## config.mk

```make
export PLATFORM = sky130hd
export DESIGN_NAME = doorbell_mailbox
export DESIGN_NICKNAME = d
export VERILOG_FILES = /design/src/rtl/dbm_pkg.sv /design/src/rtl/dbm_access.sv /design/src/rtl/dbm_channel.sv /design/src/rtl/doorbell_mailbox.sv
export SDC_FILE = /design/constraint.sdc
export NUM_CORES = 1
export LEC_CHECK = 0
export ABC_CLOCK_PERIOD_IN_PS = 2800
export BUFFER_PORTS_ARGS = -buffer_cell sky130_fd_sc_hd__buf_2
export CAP_MARGIN = 5
export CORE_MARGIN = 2
export CORE_UTILIZATION = 36
export CTS_CLUSTER_SIZE = 16
export DETAILED_ROUTE_END_ITERATION = 16
export PLACE_DENSITY = 0.63
export SLEW_MARGIN = 20
export SYNTH_ARGS = -nofsm -noshare
export SYNTH_HDL_FRONTEND = slang
export SYNTH_SLANG_ARGS = --single-unit
```

## constraint.sdc

```tcl
create_clock -name clk -period 2.8 [get_ports clk]
set_input_delay 0.28 -clock clk [delete_from_list [all_inputs] [get_ports clk]]
set_output_delay 0.28 -clock clk [all_outputs]
set_load 0.02 [all_outputs]
```

## src/rtl/dbm_pkg.sv

```systemverilog
package dbm_pkg;
  localparam int unsigned ADDR_W = 12;
  localparam int unsigned DATA_W = 32;
  localparam int unsigned IDX_W  = 7;
  typedef logic [DATA_W-1:0] word_t;

  // window offsets
  localparam logic [4:0] OFF_FLAGS   = 5'h00;
  localparam logic [4:0] OFF_VISIBLE = 5'h04;
  localparam logic [4:0] OFF_CLEAR   = 5'h08;
  localparam logic [4:0] OFF_RAISE   = 5'h0C;
  localparam logic [4:0] OFF_EVT_ST  = 5'h10;
  localparam logic [4:0] OFF_EVT_ACK = 5'h14;
  localparam logic [4:0] OFF_EVT_EN  = 5'h18;
  localparam logic [4:0] OFF_HIDE_ST = 5'h10;
  localparam logic [4:0] OFF_HIDE_ON = 5'h14;
  localparam logic [4:0] OFF_HIDE_OFF = 5'h18;

  // frame-level addresses
  localparam logic [ADDR_W-1:0] A_WIN_END = 12'hF80;
  localparam logic [ADDR_W-1:0] A_COUNT   = 12'hF80;
  localparam logic [ADDR_W-1:0] A_OPEN    = 12'hF88;
  localparam logic [ADDR_W-1:0] A_GRANT   = 12'hF8C;
  localparam logic [ADDR_W-1:0] A_ARCH    = 12'hFCC;
  localparam logic [3:0]        ARCH_MAJOR = 4'h1;

  function automatic word_t next_flags(word_t cur, logic clr_on, word_t clr,
                                       logic set_on, word_t set);
    word_t keep;
    keep = cur & ~(clr_on ? clr : '0);
    return keep | (set_on ? set : '0);
  endfunction

  function automatic word_t next_hide(word_t cur, logic on_en, word_t on_bits,
                                      logic off_en, word_t off_bits);
    word_t grown;
    grown = cur | (on_en ? on_bits : '0);
    return grown & ~(off_en ? off_bits : '0);
  endfunction

  function automatic word_t arch_word(logic [3:0] minor);
    return {{(DATA_W-8){1'b0}}, ARCH_MAJOR, minor};
  endfunction
endpackage

```

## src/rtl/dbm_access.sv

```systemverilog
module dbm_access (
  input  logic clk,
  input  logic rst_n,
  input  logic wr_en,
  input  logic wr_val,
  output logic open_q,
  output logic grant_q
);
  logic open_nx;
  logic armed_q;

  assign open_nx = wr_en ? wr_val : open_q;

  always_ff @(posedge clk) begin
    if (!rst_n) begin
      open_q  <= 1'b0;
      armed_q <= 1'b0;
      grant_q <= 1'b0;
    end else begin
      open_q  <= open_nx;
      armed_q <= open_nx & open_q;
      grant_q <= open_nx & armed_q;
    end
  end

  AST_GRANT_NEEDS_OPEN: assert property (@(posedge clk) disable iff (!rst_n)
    grant_q |-> open_q);
  AST_GRANT_LAG: assert property (@(posedge clk) disable iff (!rst_n)
    $rose(grant_q) |-> ($past(open_q) && $past(open_q, 2)));
  AST_GRANT_DROPS: assert property (@(posedge clk) disable iff (!rst_n)
    $fell(open_q) |-> !grant_q);
endmodule

```

## src/rtl/dbm_channel.sv

```systemverilog
module dbm_channel
  import dbm_pkg::*;
#(
  parameter bit HAS_EVT = 1'b1
) (
  input  logic  clk,
  input  logic  rst_n,
  input  logic  set_en,
  input  word_t set_bits,
  input  logic  clr_en,
  input  word_t clr_bits,
  input  logic  hide_on_en,
  input  word_t hide_on_bits,
  input  logic  hide_off_en,
  input  word_t hide_off_bits,
  input  logic  evt_en_we,
  input  logic  evt_en_val,
  input  logic  evt_ack,
  output word_t flags,
  output word_t hide,
  output word_t visible,
  output logic  evt_st,
  output logic  evt_en
);
  word_t flags_nx;
  logic  drain_evt;

  assign flags_nx  = next_flags(flags, clr_en, clr_bits, set_en, set_bits);
  assign drain_evt = clr_en && (flags != '0) && (flags_nx == '0);
  assign visible   = flags & ~hide;

  always_ff @(posedge clk) begin
    if (!rst_n) begin
      flags <= '0;
      hide  <= '0;
    end else begin
      flags <= flags_nx;
      hide  <= next_hide(hide, hide_on_en, hide_on_bits, hide_off_en, hide_off_bits);
    end
  end

  generate
    if (HAS_EVT) begin : g_evt
      always_ff @(posedge clk) begin
        if (!rst_n) begin
          evt_en <= 1'b0;
          evt_st <= 1'b0;
        end else begin
          if (evt_en_we) evt_en <= evt_en_val;
          evt_st <= (evt_st & ~evt_ack) | (drain_evt & evt_en);
        end
      end
      AST_EVT_NEEDS_ENABLE: assert property (@(posedge clk) disable iff (!rst_n)
        $rose(evt_st) |-> $past(evt_en));
    end else begin : g_no_evt
      assign evt_en = 1'b0;
      assign evt_st = 1'b0;
    end
  endgenerate

  AST_CLEAR_TAKES: assert property (@(posedge clk) disable iff (!rst_n)
    (clr_en && !set_en) |=> ((flags & $past(clr_bits)) == '0));
  AST_SET_WINS: assert property (@(posedge clk) disable iff (!rst_n)
    set_en |=> ((flags & $past(set_bits)) == $past(set_bits)));
  AST_HIDE_ON_TAKES: assert property (@(posedge clk) disable iff (!rst_n)
    (hide_on_en && !hide_off_en) |=> ((hide & $past(hide_on_bits)) == $past(hide_on_bits)));
endmodule

```

## src/rtl/doorbell_mailbox.sv

```systemverilog
module doorbell_mailbox
  import dbm_pkg::*;
#(
  parameter int unsigned NUM_CH    = 4,
  parameter int unsigned MINOR_REV = 1
) (
  input  logic        clk,
  input  logic        rst_n,
  input  logic        s_en,
  input  logic        s_we,
  input  logic [11:0] s_addr,
  input  logic [31:0] s_wdata,
  output logic [31:0] s_rdata,
  input  logic        r_en,
  input  logic        r_we,
  input  logic [11:0] r_addr,
  input  logic [31:0] r_wdata,
  output logic [31:0] r_rdata,
  output logic        rx_irq
);
  localparam bit    HAS_EVT = (MINOR_REV == 1);
  localparam word_t ARCH_ID = arch_word(4'(MINOR_REV));
  localparam word_t COUNT   = word_t'(NUM_CH);

  // address split
  logic [IDX_W-1:0] s_idx, r_idx;
  logic [4:0]       s_off, r_off;
  logic             s_win, r_win, s_wr, r_wr, s_rd, r_rd;

  assign s_idx = s_addr[11:5];
  assign s_off = s_addr[4:0];
  assign r_idx = r_addr[11:5];
  assign r_off = r_addr[4:0];
  assign s_win = (s_addr < A_WIN_END) && (s_idx < IDX_W'(NUM_CH));
  assign r_win = (r_addr < A_WIN_END) && (r_idx < IDX_W'(NUM_CH));
  assign s_wr  = s_en & s_we;
  assign r_wr  = r_en & r_we;
  assign s_rd  = s_en & ~s_we;
  assign r_rd  = r_en & ~r_we;

  // access handshake
  logic open_q, grant_q;
  dbm_access u_access (
    .clk     (clk),
    .rst_n   (rst_n),
    .wr_en   (s_wr && (s_addr == A_OPEN)),
    .wr_val  (s_wdata[0]),
    .open_q  (open_q),
    .grant_q (grant_q)
  );

  // channels
  logic [NUM_CH-1:0][DATA_W-1:0] flags_all, hide_all, visible_all;
  logic [NUM_CH-1:0]             evt_st_all, evt_en_all;
  logic [NUM_CH-1:0]             set_strobe, clr_strobe;

  genvar gi;
  generate
    for (gi = 0; gi < NUM_CH; gi++) begin : g_ch
      logic s_sel, r_sel;
      assign s_sel = s_win && (s_idx == IDX_W'(gi));
      assign r_sel = r_win && (r_idx == IDX_W'(gi));
      assign set_strobe[gi] = s_wr && s_sel && (s_off == OFF_RAISE) && open_q;
      assign clr_strobe[gi] = r_wr && r_sel && (r_off == OFF_CLEAR);

      dbm_channel #(.HAS_EVT(HAS_EVT)) u_ch (
        .clk           (clk),
        .rst_n         (rst_n),
        .set_en        (set_strobe[gi]),
        .set_bits      (s_wdata),
        .clr_en        (clr_strobe[gi]),
        .clr_bits      (r_wdata),
        .hide_on_en    (r_wr && r_sel && (r_off == OFF_HIDE_ON)),
        .hide_on_bits  (r_wdata),
        .hide_off_en   (r_wr && r_sel && (r_off == OFF_HIDE_OFF)),
        .hide_off_bits (r_wdata),
        .evt_en_we     (s_wr && s_sel && (s_off == OFF_EVT_EN)),
        .evt_en_val    (s_wdata[0]),
        .evt_ack       (s_wr && s_sel && (s_off == OFF_EVT_ACK) && s_wdata[0]),
        .flags         (flags_all[gi]),
        .hide          (hide_all[gi]),
        .visible       (visible_all[gi]),
        .evt_st        (evt_st_all[gi]),
        .evt_en        (evt_en_all[gi])
      );
    end
  endgenerate

  assign rx_irq = |visible_all;

  // sending-port read mux
  word_t s_rd_nx;
  always_comb begin
    s_rd_nx = '0;
    if (s_win) begin
      for (int i = 0; i < NUM_CH; i++) begin
        if (s_idx == IDX_W'(i)) begin
          case (s_off)
            OFF_FLAGS:  s_rd_nx = flags_all[i];
            OFF_EVT_ST: s_rd_nx = word_t'(evt_st_all[i]);
            OFF_EVT_EN: s_rd_nx = word_t'(evt_en_all[i]);
            default:    s_rd_nx = '0;
          endcase
        end
      end
    end else begin
      case (s_addr)
        A_COUNT: s_rd_nx = COUNT;
        A_OPEN:  s_rd_nx = word_t'(open_q);
        A_GRANT: s_rd_nx = word_t'(grant_q);
        A_ARCH:  s_rd_nx = ARCH_ID;
        default: s_rd_nx = '0;
      endcase
    end
  end

  // receiving-port read mux
  word_t r_rd_nx;
  always_comb begin
    r_rd_nx = '0;
    if (r_win) begin
      for (int i = 0; i < NUM_CH; i++) begin
        if (r_idx == IDX_W'(i)) begin
          case (r_off)
            OFF_FLAGS:   r_rd_nx = flags_all[i];
            OFF_VISIBLE: r_rd_nx = visible_all[i];
            OFF_HIDE_ST: r_rd_nx = hide_all[i];
            default:     r_rd_nx = '0;
          endcase
        end
      end
    end else begin
      case (r_addr)
        A_COUNT: r_rd_nx = COUNT;
        A_ARCH:  r_rd_nx = ARCH_ID;
        default: r_rd_nx = '0;
      endcase
    end
  end

  always_ff @(posedge clk) begin
    if (!rst_n) begin
      s_rdata <= '0;
      r_rdata <= '0;
    end else begin
      s_rdata <= s_rd ? s_rd_nx : '0;
      r_rdata <= r_rd ? r_rd_nx : '0;
    end
  end

  AST_NO_SET_WITHOUT_OPEN: assert property (@(posedge clk) disable iff (!rst_n)
    !open_q |=> ((flags_all & ~$past(flags_all)) == '0));
  AST_IRQ_NEEDS_FLAG: assert property (@(posedge clk) disable iff (!rst_n)
    rx_irq |-> (flags_all != '0));
  AST_CLEAR_ONLY_FROM_RX: assert property (@(posedge clk) disable iff (!rst_n)
    ((clr_strobe == '0)) |=> ((~flags_all & $past(flags_all)) == '0));
endmodule

```

* Yosys cells after proc, flatten, opt, wreduce, memory -nomap -nowiden
Cells that the tools add are included.
** Word-level totals
- Bits in writable memories :: 0
- Bits in latches :: 0
- Memory bits (read-only) :: 0
- Bits of input ports :: 94
- Output and inout bits :: 65
- Memories :: 0
- Bits in registers :: 331
** Cells by class
- Equal/unequal tests :: 21
- Divide/modulo/power cells :: 0
- Multiply operators :: 0
- Muxes and demuxes :: 37
- Add/sub/neg operators :: 0
- Bitwise operators :: 56
- Reduce and logical (&&, ||, !) cells :: 74
- Order comparisons :: 4
- Shift operators :: 0
** Operators by type and width (count)
- 32-bit two-way mux :: 26
- 32-bit one-hot mux with 3 select lines :: 8
- 32-bit AND :: 12
- 32-bit inverter :: 12
- 32-bit OR :: 8
- 32-bit logical NOT :: 4
- 32-bit nonzero test :: 4
- 128-bit OR reduction :: 1
- 12-bit equality test, second input constant :: 6
- 1-bit logical AND :: 59
- 5-bit equality test, second input constant :: 6
- 7-bit by 2-bit equality test with 1-bit output, second input constant :: 4
- 12-bit less-than comparator, second input constant :: 2
- 5-bit one-hot mux with 4 select lines :: 1
- 1-bit AND :: 14
- 7-bit by 1-bit equality test with 1-bit output, second input constant :: 2
- 7-bit logical NOT :: 2
- 7-bit by 3-bit less-than comparator with 1-bit output, second input constant :: 2
- 5-bit by 4-bit equality test with 1-bit output, second input constant :: 2
- 5-bit logical NOT :: 2
- 5-bit one-hot mux with 2 select lines :: 1
- 1-bit inverter :: 6
- 5-bit by 3-bit equality test with 1-bit output, second input constant :: 1
- 1-bit OR :: 4
- 2 further kinds :: 3

* Longest topological paths before layout
- Word-level depth :: 13
- Depth in mapped cells :: 12
- Gate-level depth less buffers :: 8

* Cells and area by module
A second synthesis with hierarchy kept.
** Second synthesis, totals
- Cells, all modules :: 2322
- Area total of the unflattened synthesis :: 18778.0 um^2
** By module, submodules not included
- dbm_channel :: area an instance 2929.1 um^2, times used 4, seq. area each 1321.3 um^2, cells an instance 371
- doorbell_mailbox :: area an instance 6965.4 um^2, times used 1, seq. area each 1281.2 um^2, cells an instance 828
- dbm_access :: area an instance 96.3 um^2, times used 1, seq. area each 60.1 um^2, cells an instance 10

* Worst setup path after synthesis
No wires, ideal clock.
- Kind :: input port to flip-flop
- Start point :: input r_addr[9]
- End point :: register g_ch[0].u_ch.evt_st
- Setup slack :: 0.242 ns
- Cell stages on the path :: 10
- Data required time :: 2.731 ns
- Arrival :: 2.489 ns
- Buffers on the path :: 2
- Setup time :: 0.069 ns
- Cell sequence :: or3_4 -> or3_1 -> buf_2 -> or2_1 -> buf_6 -> o21ai_2 -> nand4_1 -> or2_0 -> or4_1 -> o21ai_1
** On the way
- Cells in the longest elaborated chain, start to end :: 13
- Elaborated cells between the ends (all ways) :: 16
- Classes of those cells :: order compare: 2; mux: 1; bitwise: 5; reduce/logical: 8
** RTL lines
- start, declared :: line doorbell_mailbox.sv:16 : input logic [11:0] r_addr,
- 12-bit less-than comparator / 7-bit by 3-bit less-than comparator with 1-bit output (equally long branches) :: line doorbell_mailbox.sv:35 : assign r_win = (r_addr < A_WIN_END) && (r_idx < IDX_W'(NUM_CH));
- 1-bit logical AND :: line doorbell_mailbox.sv:35
- 1-bit logical AND (*) :: line doorbell_mailbox.sv:62 : assign r_sel = r_win && (r_idx == IDX_W'(gi));
- 1-bit logical AND (*) (2 in series) :: line doorbell_mailbox.sv:64 : assign clr_strobe[gi] = r_wr && r_sel && (r_off == OFF_CLEAR);
- 32-bit two-way mux :: line dbm_pkg.sv:30 : keep = cur & ~(clr_on ? clr : '0);
- 32-bit inverter :: line dbm_pkg.sv:30
- 32-bit AND :: line dbm_pkg.sv:30
- 32-bit OR :: line dbm_pkg.sv:31 : return keep | (set_on ? set : '0);
- 32-bit logical NOT :: line dbm_channel.sv:29 : assign drain_evt = clr_en && (flags != '0) && (flags_nx == '0);
- 1-bit logical AND (*) :: line dbm_channel.sv:29
- 1-bit AND (*) :: line dbm_channel.sv:50 : evt_st <= (evt_st & ~evt_ack) | (drain_evt & evt_en);
- 1-bit OR (*) :: line dbm_channel.sv:50
- end signal, assigned :: line dbm_channel.sv:50
- end, declared :: line dbm_channel.sv:22 : output logic evt_st,
Mark *: on every way between the ends. The rest lies on a longest branch, timed or not.
A chain may end at the register's enable or synchronous reset.

* Final worst setup path
- Start point :: register g_ch[1].u_ch.flags[19]
- End point :: output rx_irq
** On the way
- Cells in the longest elaborated chain, start to end :: 2
** RTL lines
- start, declared :: line dbm_channel.sv:19 : output word_t flags,
- start signal, assigned :: line dbm_channel.sv:37 : flags <= flags_nx;
- 32-bit AND :: line dbm_channel.sv:30 : assign visible = flags & ~hide;
- 128-bit OR reduction :: line doorbell_mailbox.sv:89 : assign rx_irq = |visible_all;
- end, declared :: line doorbell_mailbox.sv:19 : output logic rx_irq
No other way between the ends.

==> impl_metrics.py <==
metrics = {
    "status": {
        "outcome": "finished, violations left",
        "violations": "setup timing",
    },
    "global_routing": {
        "track_usage": 0.432,
        "grt_pass1_vias": 19408,
        "antenna_found_initial": 8,
        "grt_max_degree": 82,
        "grt_pass1_wl_um": 151000,
        "grt.overflow.total": 0,
    },
    "yosys": {
        "synth_async_sr_flop_share": 0,
        "yosys.area.top_type_share": 0.391,
        "ys_ff_latch": 331,
        "synth.largest_area_cell": "dfxtp_1",
        "synthCells": 2204,
        "syn_area_mm2": 0.0169,
        "synth_edf_count": 0,
        "synthTopCellsByArea": "dfxtp_1, a21oi_1, a211oi_1",
        "yosysMostFrequentCell": "dfxtp_1",
        "ys_warn_count": 0,
        "ys_types": 64,
        "synth_common_cells": "dfxtp_1, a21oi_1, nand2_1, clkbuf_1, nor2_1",
        "synthesis.nets": 2298,
        "ys_dominant_reg_cell": "dfxtp_1",
        "syn_avg_cell_area_um2": 7.68,
        "ys_seq_area_frac": 0.391,
    },
    "timing": {
        "rsz0062_at_grt": "yes",
        "clock_skew_ns": 0.0304,
        "clock.fmax_mhz": 342,
        "slew_headroom": 0.440,
        "holdWs_ns": 0.0196,
        "slew_viol_final": 0,
        "fin_setup_tns_ns": -0.121,
        "post-route-period-util": 1.04,
        "setup_slack_ns": -0.121,
        "min_period_ns": 2.92,
        "finalHoldViolCount": 0,
        "finalSetupViolations": 1,
        "max_slew.worst_pin.slew_ns": 0.832,
    },
    "drt": {
        "drt_iter0_markers": 3818,
        "drc": 0,
        "vias": 21159,
        "vias_per_cell": 6.80,
        "wl_um": 109000,
        "wl_per_cell_um": 35.1,
        "detail-route-antenna-nets": 0,
        "dr.pass1.iters": 7,
    },
    "critical_path": {
        "end_kind": "primary output",
        "crit_fanout": 2,
        "cp.depth": 7,
        "rr_endpoint": "g_ch[0].u_ch.evt_st$_SDFF_PN0_",
        "crit_top_cell": "nor4_1",
        "r2r_cells": 9,
        "critPathTopFamily": "simple AND/OR/NAND/NOR gates",
        "slowest_delay_ns": 0.47,
        "crit_arrival_ns": 2.64,
        "crit_start": "g_ch[1].u_ch.flags[19]$_SDFF_PN0_",
        "r2r_start": "u_access.open_q$_SDFF_PN0_",
        "r2r_setup_slack_ns": 0.15,
        "endpoint": "rx_irq",
        "crit_slowest_cell": "nor4_1",
        "start_kind": "flop",
        "critical_path.cell_chain": "inv_1, o22ai_1, nor4_1, nand3_1, nor4_1, nand2_1, buf_6",
        "crit_buf_inv": 2,
        "required_ns": 2.52,
        "critPathKind": "flop to primary output",
    },
    "power_and_ir_drop": {
        "p_leak_nw": 8.06,
        "peakVddDrop_uv": 457,
        "power_per_cell_area_mw_per_mm2": 509,
        "total_power_mw": 11.0,
    },
    "clock_tree": {
        "cts_max_path_buffers": 3,
        "cts.sinks": 331,
        "cts-root-buf": "clkbuf_16",
        "clk_pin_slew_ns": 0.06,
        "cts_tree": "yes",
        "cts_buffers": 41,
        "htreeDepth": 2,
        "clock_latency_ns": 0.60,
    },
    "layout": {
        "area_growth_pct": 27.1,
        "drive_gt1_frac": 0.221,
        "fillers": 4703,
        "nets": 2567,
    },
    "worst_hold_path": {
        "worst_hold_path_type": "input port to flop",
    },
    "die": {
        "die_x_um": 221,
        "ios": 159,
        "die_area_mm2": 0.0488,
        "die_y_um": 221,
        "initial_core_util": 0.364,
        "fp-row-count": 79,
        "core_area_mm2": 0.0465,
    },
    "place": {
        "place_congestion": 1.09,
        "numPortBuffers": 158,
        "dp_hpwl_um": 80900,
        "pre_cts_ws_ns": -0.415,
    },
    "run": {
        "cap_viol_max_count": 0,
    },
}
[where the power goes]
part           internal, mW  leakage, nW  switching, mW
Sequential             4.71         2.67       0.000188
Combinational         0.221         4.73          0.576
Clock                  3.19        0.664           2.27
[layer usage]
layer,track usage,vias up,part of all wire
met1,0.548,10033,0.37
met5,0,-,0.00035
met3,0.140,487,0.13
met2,0.625,1833,0.41
li1,-,8800,-
met4,0.285,6,0.087
[cell usage in the layout, fill, tap and decap left out, types with 28 or more instances in the layout]
master	instances
clkbuf_16	41
a211oi_1	128
nor4_1	53
nand2_1	220
nand4_1	29
a22oi_1	52
a221o_1	28
o21ai_0	144
a21oi_1	273
nor2_1	143
o22ai_1	68
buf_4	237
nand3_1	41
dfxtp_1	322
nor3_1	86
a221oi_1	104
buf_2	157
inv_1	123
[per-stage QoR]
step | cells | util | cell area (um^2)
floorplan | 2204 | - | 16900
CTS | 3107 | 0.462 | 21500
detailed placement | 3033 | 0.432 | 20100
global route | 3107 | 0.463 | 21500
finish | 3113 | 0.463 | 21500
global placement | 3033 | 0.432 | 20100
[state kept, by name (all words and copies together) (netlist names)]
signal,flops
g_ch.u_ch.evt_en,4
s_rdata,32
r_rdata,32
u_access.grant_q,1
g_ch.u_ch.flags,128
u_access.open_q,1
g_ch.u_ch.evt_st,4
g_ch.u_ch.hide,128
u_access.armed_q,1
[layout make-up]
| cell class | instances | area, um^2 | area share |
|---|---|---|---|
| flip-flops and latches | 331 | 6640 | 0.308 |
| repair buffers | 425 | 3150 | 0.146 |
| diodes | 6 | 15.0 | 0.000698 |
| inverters | 132 | 503 | 0.0234 |
| clock buffers | 56 | 1170 | 0.0545 |
| clock inverters | 14 | 153 | 0.00709 |
| well taps | 607 | 759 | 0.0353 |
| multi-input cells | 1542 | 9140 | 0.425 |
[tightest hold or removal path, stage by stage]
cell and delay, ns:
buf_2 0.15, nand2_1 0.07, a21oi_1 0.06
[logic make-up (layout without fill, tap and decap cells)]
| logic type | after synthesis | in the layout | synth area share |
|---|---|---|---|
| other | 0 | 6 | 0 |
| multiplexers | 21 | 21 | 0.0228 |
| flip-flops | 331 | 331 | 0.391 |
| AO/OA/AOI/OAI | 857 | 857 | 0.326 |
| buffers and inverters | 331 | 627 | 0.0749 |
| AND/OR/NAND/NOR | 664 | 664 | 0.185 |
[worst min-delay path by stage]
stage                           startpoint                                end  slack (ns)  cells after the start
6_report                       s_wdata[23]  g_ch[2].u_ch.flags[23]$_SDFF_PN0_        0.02                      3
5_1_grt                        s_wdata[23]  g_ch[2].u_ch.flags[23]$_SDFF_PN0_        0.02                      3
4_1_cts                        s_wdata[23]  g_ch[2].u_ch.flags[23]$_SDFF_PN0_       0.003                      3
3_5_place_dp   u_access.armed_q$_SDFF_PN0_        u_access.grant_q$_SDFF_PN0_        0.43                      1
3_3_place_gp   u_access.armed_q$_SDFF_PN0_        u_access.grant_q$_SDFF_PN0_        0.41                      1
2_1_floorplan  u_access.armed_q$_SDFF_PN0_        u_access.grant_q$_SDFF_PN0_        0.41                      1
[repair_timing]
item	CTS	global route
endpoints found under the hold margin	4	0
gates resized for setup	20	9
setup endpoints to repair	1	1
gates cloned	0	0
hold buffers	3	0
setup buffers	1	0
pin swaps	2	0
Note: power is estimated with default switching activity, not from simulation.
